==> src/rtl/psw_pkg.sv <==
package psw_pkg;

    typedef enum logic [1:0] {
        K_ADD  = 2'b00,
        K_ADDC = 2'b01,
        K_SUB  = 2'b10,
        K_SUBB = 2'b11
    } alu_kind_e;

    // bit 7 first
    typedef struct packed {
        logic cy;
        logic ac;
        logic f0;
        logic rs1;
        logic rs0;
        logic ov;
        logic rsv;
        logic p;
    } status_t;

    typedef struct packed {
        logic cy;
        logic ac;
        logic ov;
    } arith_flags_t;

    localparam int POS_RSV = 1;
    localparam int POS_P   = 0;

    // true when a bit number refers to a software-writable bit
    function automatic logic bit_writable(input logic [2:0] sel);
        return (sel != 3'(POS_P)) && (sel != 3'(POS_RSV));
    endfunction

endpackage

==> src/rtl/psw_flag_gen.sv <==
module psw_flag_gen
    import psw_pkg::*;
#(
    parameter int DATA_W = 8,
    parameter int LOW_W  = 4
) (
    input  logic [DATA_W-1:0] a_i,
    input  logic [DATA_W-1:0] b_i,
    input  alu_kind_e         kind_i,
    input  logic              cy_i,
    output arith_flags_t      flags_o
);
    logic              use_cin;
    logic              is_sub;
    logic              ci;
    logic [DATA_W-1:0] bx;
    logic [DATA_W:0]   full_sum;
    logic [LOW_W:0]    low_sum;
    logic [DATA_W-1:0] top_in_sum;

    always_comb begin
        use_cin = kind_i[0] & cy_i;
        is_sub  = kind_i[1];
        // subtraction as a + ~b + ~borrow_in
        bx      = is_sub ? ~b_i : b_i;
        ci      = is_sub ? ~use_cin : use_cin;
        full_sum   = {1'b0, a_i} + {1'b0, bx} + {{DATA_W{1'b0}}, ci};
        low_sum    = {1'b0, a_i[LOW_W-1:0]} + {1'b0, bx[LOW_W-1:0]}
                   + {{LOW_W{1'b0}}, ci};
        top_in_sum = {1'b0, a_i[DATA_W-2:0]} + {1'b0, bx[DATA_W-2:0]}
                   + {{(DATA_W-1){1'b0}}, ci};
        flags_o.cy = full_sum[DATA_W] ^ is_sub;
        flags_o.ac = low_sum[LOW_W] ^ is_sub;
        flags_o.ov = top_in_sum[DATA_W-1] ^ full_sum[DATA_W];
    end

endmodule

==> src/rtl/psw_parity.sv <==
module psw_parity #(
    parameter int W = 8
) (
    input  logic [W-1:0] v_i,
    output logic         odd_o
);
    logic [W-1:0] chain;

    assign chain[0] = v_i[0];
    generate
        for (genvar i = 1; i < W; i++) begin : g_chain
            assign chain[i] = chain[i-1] ^ v_i[i];
        end
    endgenerate
    assign odd_o = chain[W-1];

endmodule

==> src/rtl/psw_bank_map.sv <==
module psw_bank_map #(
    parameter int IDX_W  = 3,
    parameter int BANK_W = 2,
    localparam int ADDR_W = IDX_W + BANK_W
) (
    input  logic [BANK_W-1:0] bank_i,
    input  logic [IDX_W-1:0]  idx_i,
    output logic [ADDR_W-1:0] addr_o
);
    assign addr_o = {bank_i, idx_i};
endmodule

==> src/rtl/stat_word_unit.sv <==
module stat_word_unit
    import psw_pkg::*;
#(
    parameter int DATA_W = 8,
    parameter int IDX_W  = 3,
    localparam int BANK_W = 2,
    localparam int ADDR_W = IDX_W + BANK_W
) (
    input  logic              clk,
    input  logic              rst,
    input  logic [DATA_W-1:0] acc_i,
    input  logic              op_valid_i,
    input  logic [1:0]        op_kind_i,
    input  logic [DATA_W-1:0] op_a_i,
    input  logic [DATA_W-1:0] op_b_i,
    input  logic              wr_byte_en_i,
    input  logic [7:0]        wr_byte_i,
    input  logic              wr_bit_en_i,
    input  logic [2:0]        wr_bit_sel_i,
    input  logic              wr_bit_val_i,
    input  logic [IDX_W-1:0]  reg_idx_i,
    output logic [7:0]        status_o,
    output logic              cy_o,
    output logic              ac_o,
    output logic              ov_o,
    output logic              f0_o,
    output logic              parity_o,
    output logic [BANK_W-1:0] bank_o,
    output logic [ADDR_W-1:0] reg_addr_o
);
    status_t      st_q, st_d;
    arith_flags_t gen_flags;
    logic         par;
    logic [7:0]   bit_img;

    psw_flag_gen #(.DATA_W(DATA_W), .LOW_W(4)) flag_gen_i (
        .a_i     (op_a_i),
        .b_i     (op_b_i),
        .kind_i  (alu_kind_e'(op_kind_i)),
        .cy_i    (st_q.cy),
        .flags_o (gen_flags)
    );

    psw_parity #(.W(DATA_W)) parity_i (
        .v_i   (acc_i),
        .odd_o (par)
    );

    psw_bank_map #(.IDX_W(IDX_W), .BANK_W(BANK_W)) bank_map_i (
        .bank_i (bank_o),
        .idx_i  (reg_idx_i),
        .addr_o (reg_addr_o)
    );

    always_comb begin
        st_d    = st_q;
        bit_img = st_q;
        if (wr_byte_en_i) begin
            st_d     = status_t'(wr_byte_i);
            st_d.rsv = 1'b0;
            st_d.p   = 1'b0;
        end else if (wr_bit_en_i) begin
            if (bit_writable(wr_bit_sel_i)) begin
                bit_img[wr_bit_sel_i] = wr_bit_val_i;
            end
            st_d = status_t'(bit_img);
        end else if (op_valid_i) begin
            st_d.cy = gen_flags.cy;
            st_d.ac = gen_flags.ac;
            st_d.ov = gen_flags.ov;
        end
    end

    always_ff @(posedge clk) begin
        if (rst) st_q <= '0;
        else     st_q <= st_d;
    end

    assign status_o = {st_q.cy, st_q.ac, st_q.f0, st_q.rs1, st_q.rs0,
                       st_q.ov, 1'b0, par};
    assign cy_o     = st_q.cy;
    assign ac_o     = st_q.ac;
    assign ov_o     = st_q.ov;
    assign f0_o     = st_q.f0;
    assign parity_o = par;
    assign bank_o   = {st_q.rs1, st_q.rs0};

    // reset clears the stored bits
    assert_reset_clear_R1: assert property (@(posedge clk)
        rst |=> status_o[7:1] == 7'd0);

    // byte write lands in bits 7..2
    assert_byte_load_R7: assert property (@(posedge clk) disable iff (rst)
        wr_byte_en_i |=> status_o[7:2] == $past(wr_byte_i[7:2]));

    // reserved bit reads zero
    assert_rsv_zero_R7: assert property (@(posedge clk) disable iff (rst)
        status_o[1] == 1'b0);

    // bit write of a writable position stores the value
    assert_bit_store_R8: assert property (@(posedge clk) disable iff (rst)
        (wr_bit_en_i && !wr_byte_en_i && wr_bit_sel_i >= 3'd2)
        |=> status_o[$past(wr_bit_sel_i)] == $past(wr_bit_val_i));

    // arithmetic update leaves user flag and bank alone
    assert_arith_keeps_bank_R9: assert property (@(posedge clk) disable iff (rst)
        (op_valid_i && !wr_byte_en_i && !wr_bit_en_i)
        |=> $stable(bank_o) && $stable(f0_o));

    // overflow on plain add only when operand signs agree
    assert_add_ov_sign_R6: assert property (@(posedge clk) disable iff (rst)
        (op_valid_i && !wr_byte_en_i && !wr_bit_en_i && op_kind_i == 2'b00)
        |=> (!ov_o || ($past(op_a_i[DATA_W-1]) == $past(op_b_i[DATA_W-1]))));

endmodule

==> config.mk <==
export PLATFORM = sky130hd
export DESIGN_NAME = stat_word_unit
export DESIGN_NICKNAME = d
export VERILOG_FILES = /design/src/rtl/psw_pkg.sv /design/src/rtl/psw_flag_gen.sv /design/src/rtl/psw_parity.sv /design/src/rtl/psw_bank_map.sv /design/src/rtl/stat_word_unit.sv
export SDC_FILE = /design/constraint.sdc
export NUM_CORES = 1
export LEC_CHECK = 0
export BUFFER_PORTS_ARGS = -buffer_cell sky130_fd_sc_hd__buf_2
export CAP_MARGIN = 20
export CORE_ASPECT_RATIO = 1.4
export CORE_UTILIZATION = 30
export DETAILED_ROUTE_END_ITERATION = 7
export GPL_ROUTABILITY_DRIVEN = 1
export HOLD_SLACK_MARGIN = 0.1
export PLACE_DENSITY_LB_ADDON = 0.05
export SLEW_MARGIN = 20
export SYNTH_ARGS = -nofsm -noshare
export SYNTH_HDL_FRONTEND = slang
export SYNTH_SLANG_ARGS = --single-unit
==> constraint.sdc <==
create_clock -name clk -period 7.28 [get_ports clk]
set_input_delay 1.456 -clock clk [delete_from_list [all_inputs] [get_ports clk]]
set_output_delay 1.456 -clock clk [all_outputs]
set_load 0.01 [all_outputs]
==> results.ini, run 1 <==
[detailed_routing]
post_drt_wl_per_cell_um = 11.9
topRoutingLayerUsed = met4
wl_met1_um = 958
first_iter_violations = 13
wl_met2_um = 1250
via_per_inst = 4.96
wl_met3_um = 106
ant_nets = 0
drtPass1Iterations = 5
num_vias = 983
drt-total-wl_um = 2360
drc = 0

[synthesis]
synth.ff_latch_count = 6
synth_warnings = 0
synth_xor_area_share_pct = 13.9
postSynthAreaPerCell_um2 = 7.97
synth_cell_types = 42
synth_fa_ha_area_share_pct = 10.6
synth_top_family_by_area = simple AND/OR/NAND/NOR gates
synth.area.mux_share_pct = 5.41
syn_nets = 173
synth_edf_count = 0
ys_seq_area_share_pct = 12.7
synth-main-ff-cell = dfxtp_1
synth_cells = 119
synth-simple-area-share_pct = 26.3
async_flop_share_pct = 0
synth-compound-area-share_pct = 17.7
synth_area_um2 = 948

[grt]
antenna_found_initial = 0
grt_max_degree = 15
grt_pass1_vias = 969
grt_pass1_wl_um = 3870
grt_overflow = 0
grt_usage_pct = 14.7

[timing]
hold_violations = 0
tns_ns = 0
finalCritPeriodShare_pct = 50.7
worst_clock_skew_ns = 0.00184
fmax_ghz = 0.271
period_needed_ns = 3.69
setup_ws_ns = 3.59
rsz0062_at_grt = false
setup_viol = 0
final_max_slew_viol_count = 0

[status]
outcome = finished, final reports clean

[clock_network]
clock_path_buffers = 2
cts_sinks = 6
clk_latency_ns = 0.22
hold_buffers = 0
cts_tree = yes
h-tree-depth = 1
cts_resized = 0
cts_buffers = 3
clk_pin_slew_worst_paths_ns = 0.04
post_cts_buffers = 0
cts-root-buf = clkbuf_8

[worst_setup_path]
worstPathRequired_ns = 5.82
startpoint_type = input port
critPathMaxFanout = 2
crit_arrival_ns = 2.24
critical_path.cell_chain = buf_2 -> xor2_1 -> xnor2_1 -> xnor2_1 -> buf_2
crit_type = in -> out
crit_path_end_kind = output port
slowest_delay_ns = 0.20
slowest_stage = xnor2_1
regToRegSetupSlack_ns = 5.74

[power]
ir_drop_mv = 0.0562
p_per_area_nw_per_um2 = 140
p_leak_nw = 0.590

[finish]
fillers = 342
layout-drive-gt1-share_pct = 37.9
syn2layout_area_growth_pct = 26.4
insertedDiodeCount = 0
final_cell_mix = buf_2 (56), nor2_1 (10), xor2_1 (9), nand3_1 (8), ha_1 (8)
nNetsFinal = 217
final_common_cell = buf_2

[run]
maxCapViolations = 0

[placed_design]
port_buffers = 56
post-dp-hpwl_um = 1950
place_congestion = 0.719
pre_cts_slack_ns = 3.57

[die]
pin_count = 66
die_x_um = 49.5
core.rowCount = 23
initial_core_util_pct = 32.3
fp.dieArea_um2 = 3390
die_h_um = 68.5
core_area_um2 = 2940

[worst_hold_path]
min_path_type = reg -> reg

==> final timing paths <==
| check | start | end | cells past startpoint |
|---|---|---|---|
| worst min register to register | f0_o | f0_o | 4 |
| worst max register to register | cy_o | cy_o | 5 |
| worst min-delay path | f0_o | f0_o | 4 |
| worst max-delay path | acc_i[6] | parity_o | 5 |
==> sequential cells by signal (all words and copies together), names as in the netlist <==
name    flops
cy_o        1
ov_o        1
bank_o      2
ac_o        1
f0_o        1
==> report_power, final <==
part	internal (W)	switching (W)	leakage, nW	total, W
Sequential	0.0000362	0.00000248	0.0499	0.0000387
Combinational	0.0000375	0.0000411	0.518	0.0000787
Clock	0.0000356	0.0000150	0.0216	0.0000506
Total	0.000109	0.0000586	0.590	0.000168
==> Yosys cell counts (all sizes together) (2+ instances only) <==
| master | n | area share, % |
|---|---|---|
| nand2b | 2 | 1.3 |
| nand4 | 2 | 1.3 |
| xnor2 | 6 | 5.5 |
| ha | 8 | 11 |
| nand4b | 4 | 3.7 |
| nand2 | 4 | 1.6 |
| o21ai | 3 | 1.6 |
| nor2b | 2 | 1.3 |
| nor3b | 2 | 1.6 |
| nand3 | 8 | 4.2 |
| dfxtp | 6 | 13 |
| mux2i | 4 | 4.2 |
| o31a | 2 | 1.8 |
| a211o | 2 | 1.8 |
| a21oi | 5 | 2.6 |
| nor2 | 10 | 4.0 |
| a311oi | 2 | 1.8 |
| inv | 2 | 0.79 |
| xor2 | 9 | 8.3 |
| buf | 17 | 12 |
==> cells by family after synthesis <==
group / Yosys count
AOI/OAI and AO/OA: 22
xor gates and xnor gates: 15
adders and majority gates: 8
buffers and inverters: 19
DFF: 6
muxes: 5
other: 1
and+or+nand+nor: 43
==> critical path: cells and delay by family <==
kind                      cells  cell delay [ns]
xor gates and xnor gates      3             0.51
buffers and inverters         2             0.26
==> routing by layer <==
metal	up-vias	track usage, %
met5	-	0
met4	0	9.64
met3	4	0.877
met2	38	28.0
met1	431	15.7
li1	510	-
==> final cells by class <==
cell class	count	area, um^2	share of cell area, %
Inverter	2	7.51	0.626
Multi-Input combinational cell	94	703	58.7
Tap cell	37	46.3	3.86
Sequential cell	6	120	10.0
Timing Repair Buffer	56	280	23.4
Clock buffer	3	41.3	3.44
==> metrics by stage <==
step / cell area, um^2 / cells / hold slack [ns] / util, % / total power, W
CTS: 1200 / 198 / 0.650 / 40.8 / 0.000172
floorplan: 948 / 119 / 0.669 / - / 0.0000973
finish: 1200 / 198 / 0.647 / 40.8 / 0.000168
global placement: 1160 / 195 / 0.627 / 39.4 / 0.000117
detailed placement: 1160 / 195 / 0.638 / 39.4 / 0.000119
global route: 1200 / 198 / 0.738 / 40.8 / 0.000183
(Power assumes the default switching activity.)
==> run 2: changes to the inputs <==
==> constraint.sdc (replaced) <==
create_clock -name clk -period 3.55 [get_ports clk]
set_input_delay 0.71 -clock clk [delete_from_list [all_inputs] [get_ports clk]]
set_output_delay 0.71 -clock clk [all_outputs]
set_load 0.01 [all_outputs]
==> run 2 against run 1 <==
Against the previous run:
- worst hold slack gained 0.0038 ns
- global-route usage shrank 0.70 points
- design area is the same
- sequential share of layout area is the same
- clock skew grew 0.0016 ns
- register-to-register slack lost 3.7 ns
- setup slack lost 2.4 ns
==> results.ini, run 2 (synthesis gave the netlist of run 1 again) <==
[status]
outcome = finished, final reports clean

[power]
p_sw_w = 0.000120  ; +100%
pwr-share-comb_pct = 46.9  ; about the same
intPower_w = 0.000224  ; +110%
ir_drop_mv = 0.116  ; +110%
p_sw_share_pct = 34.8  ; -0.11 points
p_leak_nw = 0.590  ; unchanged
sequentialPowerShare_pct = 23.1  ; about the same
p_per_area_nw_per_um2 = 287  ; +100%
clkPwrFrac_pct = 30.0  ; about the same

[detailed_routing]
post_drt_wl_per_cell_um = 11.6  ; -2.2%
via_per_inst = 4.94  ; -0.41%
ant_nets = 0  ; unchanged
drc = 0  ; unchanged
drtPass1Iterations = 4  ; -1
drt-total-wl_um = 2310  ; -2.2%
first_iter_violations = 9  ; -4
num_vias = 979  ; -0.41%

[timing]
hold_violations = 0  ; unchanged
finalCritPeriodShare_pct = 66.2
period_needed_ns = 2.35
final_max_slew_viol_count = 0  ; unchanged
fmax_ghz = 0.425
worst_clock_skew_ns = 0.00340  ; +0.00156 ns
rsz0062_at_grt = false
setup_viol = 0  ; unchanged
tns_ns = 0  ; unchanged

[die]
core.rowCount = 23  ; unchanged
initial_core_util_pct = 32.3  ; unchanged
die_x_um = 49.5  ; unchanged
pin_count = 66  ; unchanged
core_area_um2 = 2940  ; unchanged
fp.dieArea_um2 = 3390  ; unchanged
die_h_um = 68.5  ; unchanged

[worst_setup_path]
worstPathRequired_ns = 3.66  ; -2.16 ns
reg2reg_to = cy_o
crit_path_end_kind = register
crit_arrival_ns = 2.46  ; +0.22 ns
rr_worst_depth = 5  ; unchanged
regToRegSetupSlack_ns = 2.03  ; -3.71 ns
startpoint_type = input port
critPathMaxFanout = 14  ; +12
reg2reg_from = cy_o
crit_type = in -> reg

[grt]
grt_overflow = 0  ; unchanged
grt_max_degree = 15  ; unchanged
grt_pass1_wl_um = 3620  ; -6.4%
grt_usage_pct = 14.0  ; -0.70 points
grt_pass1_vias = 913  ; -5.8%
antenna_found_initial = 0  ; unchanged

[finish]
stdcell_count = 198  ; unchanged
nNetsFinal = 217  ; unchanged
final_util_pct = 40.8  ; unchanged
final_cell_mix = buf_2 (56), nor2_1 (10), xor2_1 (9), nand3_1 (8), ha_1 (8)
largest_reg_flops = 2  ; unchanged
syn2layout_area_growth_pct = 26.4  ; unchanged
layout-drive-gt1-share_pct = 37.9  ; unchanged
insertedDiodeCount = 0  ; unchanged
fillers = 347  ; +1.5%
final_common_cell = buf_2

[worst_hold_path]
hold_path_depth = 3  ; -1
min_path_type = reg -> reg
holdPathEnd = bank_o[1]
min_from = bank_o[1]

[clock_network]
hold_buffers = 0  ; unchanged
cts_sinks = 6  ; unchanged
clk_latency_ns = 0.22  ; about the same
h-tree-depth = 1  ; unchanged
cts_tree = yes
cts_resized = 0  ; unchanged
clock_path_buffers = 2  ; unchanged
cts_buffers = 3  ; unchanged
post_cts_buffers = 0  ; unchanged
cts-root-buf = clkbuf_8
clk_pin_slew_worst_paths_ns = 0.04  ; about the same

[run]
maxCapViolations = 0  ; unchanged

[placed_design]
port_buffers = 56  ; unchanged
dp_cells = 195  ; unchanged
place_congestion = 0.718  ; -0.18%
post-dp-hpwl_um = 1940  ; -0.39%

## run 2: worst max-delay path by stage
stage                     cells past startpoint   end         start
after floorplan                               8  cy_o  op_kind_i[1]
after global placement                        8  ov_o  op_kind_i[1]
after detailed placement                      8  ov_o  op_kind_i[1]
after CTS                                     8  cy_o  op_kind_i[1]
after global routing                          8  ov_o  op_kind_i[1]
final                                         8  cy_o  op_kind_i[1]
## run 2: power by group through the flow
stage	Clock, W	Combinational [W]	Sequential [W]
CTS	0.000107	0.000164	0.0000796
detailed placement	0	0.000163	0.0000807
global placement	0	0.000160	0.0000805
floorplan	0	0.000116	0.0000832
finish	0.000103	0.000161	0.0000794
global route	0.000110	0.000183	0.0000804
## run 2: layout make-up
class                           count  area [um^2]  area share [%]
Inverter                            2         7.51           0.626
Multi-Input combinational cell     94          703            58.7
Clock buffer                        3         41.3            3.44
Sequential cell                     6          120            10.0
Tap cell                           37         46.3            3.86
Timing Repair Buffer               56          280            23.4
## run 2: worst max-delay path, stage by stage
cell and delay, ns:
buf_2 0.27, xor2_1 0.18, ha_1 0.25, and4b_1 0.21, a2111oi_2 0.37, nand4b_1 0.23
a2111o_1 0.16, nand3_1 0.07
## run 2: stage by stage
stage	setup slack, ns	hold WS [ns]	instance area (um^2)	total power [W]
after global routing	1.03	0.718	1200	0.000374
after CTS	1.17	0.661	1200	0.000350
after detailed placement	0.940	0.652	1160	0.000243
after global placement	0.952	0.629	1160	0.000241
final	1.20	0.651	1200	0.000344
after floorplan	0.968	0.669	948	0.000199
## run 2: per-layer routing
metal  track usage, %  vias up  share of wire (%)
met5                0        -                  0
li1                 -      508                  -
met1             12.9      433                 38
met2             27.9       34                 54
met3             1.97        4                5.7
met4             10.7        0                2.6
